## config.mk

```make
export PLATFORM = sky130hd
export DESIGN_NAME = irq_collector
export DESIGN_NICKNAME = d
export VERILOG_FILES = /design/src/rtl/irq_collector_pkg.sv /design/src/rtl/irq_sync.sv /design/src/rtl/irq_pend.sv /design/src/rtl/irq_regs.sv /design/src/rtl/irq_collector.sv
export SDC_FILE = /design/constraint.sdc
export NUM_CORES = 1
export LEC_CHECK = 0
export ABC_CLOCK_PERIOD_IN_PS = 5600
export BUFFER_PORTS_ARGS = -buffer_cell sky130_fd_sc_hd__buf_2
export CORE_ASPECT_RATIO = 1.4
export CORE_MARGIN = 8
export CORE_UTILIZATION = 50
export DETAILED_ROUTE_END_ITERATION = 8
export PLACE_DENSITY = 0.72
export SLEW_MARGIN = 25
export SYNTH_ARGS = -nofsm -noshare
export SYNTH_HDL_FRONTEND = slang
export SYNTH_SLANG_ARGS = --single-unit
```

## constraint.sdc

```tcl
create_clock -name clk -period 5.6 [get_ports clk]
set_input_delay 1.12 -clock clk [delete_from_list [all_inputs] [get_ports clk]]
set_output_delay 1.12 -clock clk [all_outputs]
set_load 0.01 [all_outputs]
```

## src/rtl/irq_collector_pkg.sv

```systemverilog
package irq_collector_pkg;

    localparam int unsigned DATA_W = 32;
    localparam int unsigned ADDR_W = 8;

    // Byte offsets that software decodes
    localparam logic [ADDR_W-1:0] OFS_ACK    = 8'h10;
    localparam logic [ADDR_W-1:0] OFS_HIDE   = 8'h14;
    localparam logic [ADDR_W-1:0] OFS_STATUS = 8'h1C;

    typedef enum logic [1:0] {
        SEL_NONE,
        SEL_ACK,
        SEL_HIDE,
        SEL_STATUS
    } reg_sel_e;

    typedef struct packed {
        logic              wr;
        logic              rd;
        reg_sel_e          sel;
        logic [DATA_W-1:0] data;
    } bus_op_t;

    function automatic reg_sel_e decode_ofs(input logic [ADDR_W-1:0] ofs);
        reg_sel_e s;
        case (ofs)
            OFS_ACK:    s = SEL_ACK;
            OFS_HIDE:   s = SEL_HIDE;
            OFS_STATUS: s = SEL_STATUS;
            default:    s = SEL_NONE;
        endcase
        return s;
    endfunction

endpackage

```

## src/rtl/irq_sync.sv

```systemverilog
module irq_sync #(
    parameter int unsigned WIDTH  = 32,
    parameter int unsigned STAGES = 2
) (
    input  logic             clk,
    input  logic             rst,
    input  logic [WIDTH-1:0] async_i,
    output logic [WIDTH-1:0] sync_o
);
    logic [STAGES-1:0][WIDTH-1:0] stage_q;

    always_ff @(posedge clk) begin
        if (rst) begin
            stage_q <= '0;
        end else begin
            stage_q[0] <= async_i;
            for (int i = 1; i < int'(STAGES); i++) begin
                stage_q[i] <= stage_q[i-1];
            end
        end
    end

    assign sync_o = stage_q[STAGES-1];
endmodule

```

## src/rtl/irq_pend.sv

```systemverilog
module irq_pend #(
    parameter int unsigned WIDTH = 32
) (
    input  logic             clk,
    input  logic             rst,
    input  logic [WIDTH-1:0] req_i,
    input  logic [WIDTH-1:0] ack_i,
    output logic [WIDTH-1:0] pend_o
);
    logic [WIDTH-1:0] pend_q;

    for (genvar g = 0; g < int'(WIDTH); g++) begin : g_bit
        always_ff @(posedge clk) begin
            if (rst) begin
                pend_q[g] <= 1'b0;
            end else if (ack_i[g]) begin
                pend_q[g] <= 1'b0;
            end else if (req_i[g]) begin
                pend_q[g] <= 1'b1;
            end
        end
    end

    assign pend_o = pend_q;


    ack_forces_zero_chk: assert property (@(posedge clk) disable iff (rst)
        (ack_i != '0) |=> ((pend_q & $past(ack_i)) == '0));


    pend_sticky_chk: assert property (@(posedge clk) disable iff (rst)
        ((pend_q & ~ack_i) != '0) |=> (((($past(pend_q) & ~$past(ack_i))) & ~pend_q) == '0));


    req_sets_chk: assert property (@(posedge clk) disable iff (rst)
        ((req_i & ~ack_i) != '0) |=> (((($past(req_i) & ~$past(ack_i))) & ~pend_q) == '0));
endmodule

```

## src/rtl/irq_regs.sv

```systemverilog
module irq_regs
    import irq_collector_pkg::*;
#(
    parameter int unsigned NUM_SRC = 32
) (
    input  logic               clk,
    input  logic               rst,
    input  bus_op_t            op_i,
    input  logic [NUM_SRC-1:0] status_i,
    output logic [NUM_SRC-1:0] ack_o,
    output logic [NUM_SRC-1:0] hide_o,
    output logic [DATA_W-1:0]  rdata_o,
    output logic               rvalid_o
);
    logic [NUM_SRC-1:0] ack_q;
    logic [NUM_SRC-1:0] hide_q;
    logic [DATA_W-1:0]  rdata_q;
    logic               rvalid_q;
    logic [DATA_W-1:0]  rd_word;

    function automatic logic [DATA_W-1:0] widen(input logic [NUM_SRC-1:0] v);
        logic [DATA_W-1:0] w;
        w = '0;
        w[NUM_SRC-1:0] = v;
        return w;
    endfunction

    always_comb begin
        case (op_i.sel)
            SEL_ACK:    rd_word = widen(ack_q);
            SEL_HIDE:   rd_word = widen(hide_q);
            SEL_STATUS: rd_word = widen(status_i);
            default:    rd_word = '0;
        endcase
    end

    always_ff @(posedge clk) begin
        if (rst) begin
            ack_q  <= '0;
            hide_q <= '1;
        end else if (op_i.wr) begin
            if (op_i.sel == SEL_ACK)  ack_q  <= op_i.data[NUM_SRC-1:0];
            if (op_i.sel == SEL_HIDE) hide_q <= op_i.data[NUM_SRC-1:0];
        end
    end

    always_ff @(posedge clk) begin
        if (rst) begin
            rdata_q  <= '0;
            rvalid_q <= 1'b0;
        end else begin
            rvalid_q <= op_i.rd;
            rdata_q  <= op_i.rd ? rd_word : '0;
        end
    end

    assign ack_o    = ack_q;
    assign hide_o   = hide_q;
    assign rdata_o  = rdata_q;
    assign rvalid_o = rvalid_q;


    rvalid_follows_rd_chk: assert property (@(posedge clk) disable iff (rst)
        rvalid_q |-> $past(op_i.rd));


    rdata_idle_zero_chk: assert property (@(posedge clk) disable iff (rst)
        !rvalid_q |-> (rdata_q == '0));


    hide_write_chk: assert property (@(posedge clk) disable iff (rst)
        (op_i.wr && op_i.sel == SEL_HIDE) |=> (hide_q == $past(op_i.data[NUM_SRC-1:0])));


    unmapped_write_chk: assert property (@(posedge clk) disable iff (rst)
        (op_i.sel == SEL_NONE) |=> ($stable(hide_q) && $stable(ack_q)));
endmodule

```

## src/rtl/irq_collector.sv

```systemverilog
module irq_collector
    import irq_collector_pkg::*;
#(
    parameter int unsigned NUM_SRC     = 32,
    parameter int unsigned SYNC_STAGES = 2
) (
    input  logic               clk,
    input  logic               rst,
    input  logic [NUM_SRC-1:0] src_i,
    input  logic               wr_en_i,
    input  logic               rd_en_i,
    input  logic [ADDR_W-1:0]  addr_i,
    input  logic [DATA_W-1:0]  wdata_i,
    output logic [DATA_W-1:0]  rdata_o,
    output logic               rvalid_o,
    output logic               irq_o
);
    bus_op_t            op;
    logic [NUM_SRC-1:0] src_sync;
    logic [NUM_SRC-1:0] pend;
    logic [NUM_SRC-1:0] ack;
    logic [NUM_SRC-1:0] hide;
    logic [NUM_SRC-1:0] status;
    logic               irq_q;

    always_comb begin
        op.wr   = wr_en_i;
        op.rd   = rd_en_i;
        op.sel  = decode_ofs(addr_i);
        op.data = wdata_i;
    end

    irq_sync #(.WIDTH(NUM_SRC), .STAGES(SYNC_STAGES)) u_sync (
        .clk     (clk),
        .rst     (rst),
        .async_i (src_i),
        .sync_o  (src_sync)
    );

    irq_pend #(.WIDTH(NUM_SRC)) u_pend (
        .clk    (clk),
        .rst    (rst),
        .req_i  (src_sync),
        .ack_i  (ack),
        .pend_o (pend)
    );

    assign status = pend & ~hide;

    irq_regs #(.NUM_SRC(NUM_SRC)) u_regs (
        .clk      (clk),
        .rst      (rst),
        .op_i     (op),
        .status_i (status),
        .ack_o    (ack),
        .hide_o   (hide),
        .rdata_o  (rdata_o),
        .rvalid_o (rvalid_o)
    );

    always_ff @(posedge clk) begin
        if (rst) irq_q <= 1'b0;
        else     irq_q <= |status;
    end

    assign irq_o = irq_q;


    irq_rise_chk: assert property (@(posedge clk) disable iff (rst)
        (status != '0) |=> irq_o);


    irq_fall_chk: assert property (@(posedge clk) disable iff (rst)
        (status == '0) |=> !irq_o);


    hidden_silent_chk: assert property (@(posedge clk) disable iff (rst)
        ((pend & ~hide) == '0) |=> !irq_o);
endmodule

```

### After elaboration in Yosys (flattened, before gate mapping)

Index checks and enable logic that the tools add are counted.

* input port bits: 76
* output and inout port bits: 34
* bits in registers: 194

* mux-type cells: 2
* reductions and logical operators: 36
* eq/ne operators: 6
* bitwise operators: 3

Operators by type and width (number)
* $pmux W32 S3: 1
* $reduce_or A2 Y1: 33
* $and A32 B32 Y32: 1
* $not A32 Y32: 1
* $reduce_or A32 Y1: 1
* $eq A8 B5 Y1 const B: 3
* $pmux W2 S3: 1
* $eq A2 B2 Y1 const B: 2
* $reduce_and A2 Y1: 2
* $eq A2 B1 Y1 const B: 1
* $not A1 Y1: 1

### Logic depth before layout (Yosys ltp)

* depth after elaboration: 4
* gate-level depth with buffers: 7
* depth with buffers taken out: 4

### Cells and area by module

From an unflattened synthesis, not the netlist that was laid out.

* cell total of the unflattened synthesis: 706
* area total of the unflattened synthesis: 7866.3 µm²

By module, submodules not included
* irq_regs: times used 1, area an instance 4105.2 µm², cells an instance 391, sequential area each 1941.9 µm²
* irq_sync: times used 1, area an instance 2158.3 µm², cells an instance 167, sequential area each 1281.2 µm²
* irq_pend: times used 1, area an instance 1123.6 µm², cells an instance 99, sequential area each 640.6 µm²
* irq_collector: times used 1, area an instance 479.2 µm², cells an instance 49, sequential area each 20.0 µm²

### Worst setup path after synthesis

Ideal clock, no wire load.

* path kind: input-to-reg
* start point: in addr_i[5]
* end point: reg u_regs.ack_q[10], in the netlist u_regs.ack_o[10]
* setup time: 0.132 ns
* path buffers: 2
* setup slack: 2.979 ns
* stages on the path: 6
* arrival: 2.489 ns
* cells stage by stage: or4b_1 or3_1 buf_2 buf_6 nand2_1 a21oi_1

* cells in the longest elaborated chain, start to end: 4
* elaborated cells on any way between the ends: 6

RTL lines
* start: declaration: line irq_collector.sv:12 `input logic [ADDR_W-1:0] addr_i,`
* $eq A8 B5 Y1: line irq_collector_pkg.sv:27 `case (ofs)`
* $pmux W2 S3 (*): line irq_collector_pkg.sv:27
* $eq A2 B1 Y1 (*): line irq_regs.sv:42 `if (op_i.sel == SEL_ACK) ack_q <= op_i.data[NUM_SRC-1:0];`
* $reduce_and A2 Y1 (no source line) (*)
* end signal: assignment: line irq_regs.sv:42
* end: declaration: line irq_regs.sv:15 `logic [NUM_SRC-1:0] ack_q;`

Every way passes the cells marked *; elsewhere a longest branch is shown, timed or not.
A chain may end at the register's enable or synchronous reset.

### Worst setup path after layout

* start point: in addr_i[3]
* end point: reg u_regs.hide_q[16], in the netlist u_regs.hide_o[16]

* cells in the longest elaborated chain, start to end: 4
* elaborated cells on any way between the ends: 6

RTL lines
* $eq A8 B5 Y1: line irq_collector_pkg.sv:27
* $pmux W2 S3 (*): line irq_collector_pkg.sv:27
* $eq A2 B2 Y1 (*): line irq_regs.sv:43 `if (op_i.sel == SEL_HIDE) hide_q <= op_i.data[NUM_SRC-1:0];`
* $reduce_and A2 Y1 (no source line) (*)
* end signal: assignment: line irq_regs.sv:43
* end: declaration: line irq_regs.sv:16 `logic [NUM_SRC-1:0] hide_q;`

Marked as above.

==> run_results.csv <==
group,metric,value,unit
timing,skew,0.00918,ns
drt,antenna_left,0,
setup_path,cpMaxStageDelayCell,"nor3_4",
place,numPortBuffers,109,
global_routing,antenna_found_initial,0,
job,drv_cap,0,
timing,max_clock_freq,0.300,GHz
setup_path,cp-startpoint,"addr_i[3]",
drt,post-route-drc-count,0,
finish,final_core_util,0.597,
timing,hold_viol,0,
power_and_ir_drop,p_per_area,354,nW/um2
floorplanning,die_area,17400,um2
place,post-dp-hpwl,10200,um
finish,syn_to_final_growth,18.2,%
clocking,numCtsBuffers,17,
power_and_ir_drop,leakage,3.19,nW
power_and_ir_drop,power.total,2.80,mW
timing,fin_ws,2.26,ns
global_routing,grt_overflow,0,
timing,rsz0062_at_grt,"no",
setup_path,crit_chain,"buf_2, or4b_4, nor3_4, buf_4, nor3_1, a21oi_1",
setup_path,critPathMaxFanout,40,
drt,vias,5149,
timing,maxSlewHeadroom,0.408,
finish,fin_nets,874,
place,place.gp.congestion,0.804,
hold_path,min_path_type,"reg2reg",
drt,wl,15600,um
drt,firstDrtPassIters,4,
timing,drv_slew,0,
global_routing,grt_use_total,0.183,
clocking,cts_sinks,194,
floorplanning,rows,50,
timing,worst_pin_slew,0.886,ns
timing,fin_crit,3.34,ns
synthesis,synth_area,6700,um2
setup_path,arrival,3.68,ns
setup_path,cp-start-kind,"primary input",
setup_path,criticalPathCategory,"in2reg",
global_routing,grt_pass1_vias,5271,
synthesis,ys.warnings.count,0,
clocking,clockBufferDepth,2,
drt,drt_iter0_drc,333,
clocking,cts_tree,"done",
clocking,clk_pin_slew,0.07,ns
synthesis,syn_inst,712,
setup_path,cp_num_buf_inv,2,
setup_path,slowest_delay,0.70,ns
synthesis,synth_top_cell_by_area,"dfxtp_1",
setup_path,path_delay_family,"simple AND/OR/NAND/NOR gates",
synthesis,synth_commonest_cells,"194 x dfxtp_1, 96 x nor2_1, 66 x nand2_1",
synthesis,netlist_top_cells_area,"dfxtp_1 58%, nor2b_1 6.1%, nor2_1 5.4%",
synthesis,ys_async_sr_fraction,0,
synthesis,synth.most_common_cell,"dfxtp_1",
synthesis,synth_top_cell_area_share,0.579,
floorplanning,start_util,0.505,
hold_path,hp-start,"u_sync.stage_q[5]",
floorplanning,dieHeight,153,um
clocking,post_cts_buffers,0,
setup_path,required,5.94,ns
clocking,clk-insertion-delay-late,0.42,ns
timing,fin_tns_setup,0,ns
synthesis,synth_seq_cells,194,
synthesis,ys_seq_area_frac,0.579,
setup_path,cp-end-kind,"flop",
clocking,cts_root_buffer,"clkbuf_16",
floorplanning,design.core.area,13300,um2
global_routing,grt_max_degree,105,
timing,fin_crit_sh,0.596,
floorplanning,pin_count,110,
status,outcome,"finished clean",
place,post-place-ws,1.88,ns
drt,routed_via_density,5.19,
synthesis,synthFlopType,"dfxtp_1",
timing,finalSetupViolCount,0,
finish,drive_gt1_frac,0.185,
clocking,h-tree-depth,4,
synthesis,synth_cell_types,22,
clocking,postCtsHoldBufs,0,
synthesis,synth_edf_count,0,
synthesis,synth_area_per_cell,9.42,um2
synthesis,syn-num-nets,788,
floorplanning,die_width,114,um
setup_path,reg2reg_from,"u_regs.hide_o[23]",
setup_path,reg2reg_slack,4.16,ns
global_routing,grt_pass1_wl,25300,um
clocking,post_cts_resized,0,
drt,wl_per_cell,15.7,um
power_and_ir_drop,irDropWorstVdd,0.169,mV
-- flip-flops by register name (all words and copies together), names as in the netlist --
name / count
u_regs.rdata_o: 32
u_regs.hide_o: 32
u_sync.sync_o: 32
irq_o: 1
u_sync.stage_q: 32
u_pend.pend_o: 32
u_regs.ack_o: 32
u_regs.rvalid_o: 1
-- final cells by class --
| class | count | area, um2 |
|---|---|---|
| Tap cell | 182 | 228 |
| Antenna cell | 1 | 2.50 |
| Sequential cell | 194 | 3880 |
| Inverter | 1 | 3.75 |
| Clock inverter | 13 | 173 |
| Clock buffer | 18 | 439 |
| Timing Repair Buffer | 115 | 597 |
| Multi-Input combinational cell | 469 | 2600 |
| Fill cell | 1144 | 5340 |
-- per-stage QoR --
stage | hold slack, ns | instances | area (um2)
after floorplan | 0.414 | 712 | 6700
after global placement | 0.416 | 961 | 7310
final | 0.436 | 993 | 7920
after CTS | 0.441 | 992 | 7920
after detailed placement | 0.424 | 961 | 7310
after global routing | 0.453 | 992 | 7920
-- power breakdown --
part | internal, mW | switching [mW]
clock network | 0.722 | 0.520
registers | 1.41 | 0.0132
logic | 0.0615 | 0.0735
total | 2.20 | 0.606
-- worst paths after layout --
check | endpoint | cells past startpoint
max reg2reg | irq_o | 4
max | u_regs.hide_o[16] | 6
min | u_sync.sync_o[5] | 1
min reg2reg | u_sync.sync_o[5] | 1
-- kinds of logic (layout without fill, tap and decap cells) --
kind of cell | after synthesis | count (layout) | synth area share
compound gates | 97 | 97 | 0.0903
buf+inv | 49 | 147 | 0.0343
mux | 32 | 32 | 0.0478
other cells | 0 | 1 | 0
simple gates | 340 | 340 | 0.248
flops | 194 | 194 | 0.579
-- worst reg2reg max path: cells and delay by family, from the launching register on --
family | cells | cell delay (ns)
simple gates | 3 | 0.78
flops | 1 | 0.37
compound gates | 1 | 0.15
-- layer usage --
metal,vias to the layer above,routed length [um],track usage
li1,2548,-,-
met1,2437,6240,0.199
met2,138,8050,0.318
met3,26,955,0.0584
met4,0,373,0.0757
met5,-,0,0
-- cells in the final DEF, fill, tap and decap left out, types with 8 or more instances in the layout --
cell,synthesis,final
nand2b_1,32,32
nor2_1,96,96
buf_2,13,108
a21oi_1,65,65
o22a_1,32,32
clkbuf_16,0,17
nand2_1,66,66
nor2b_1,65,65
dfxtp_1,194,194
mux2i_1,32,32
nor3_1,65,65
nand4_1,8,8
Power figures use the tool's default switching activity.
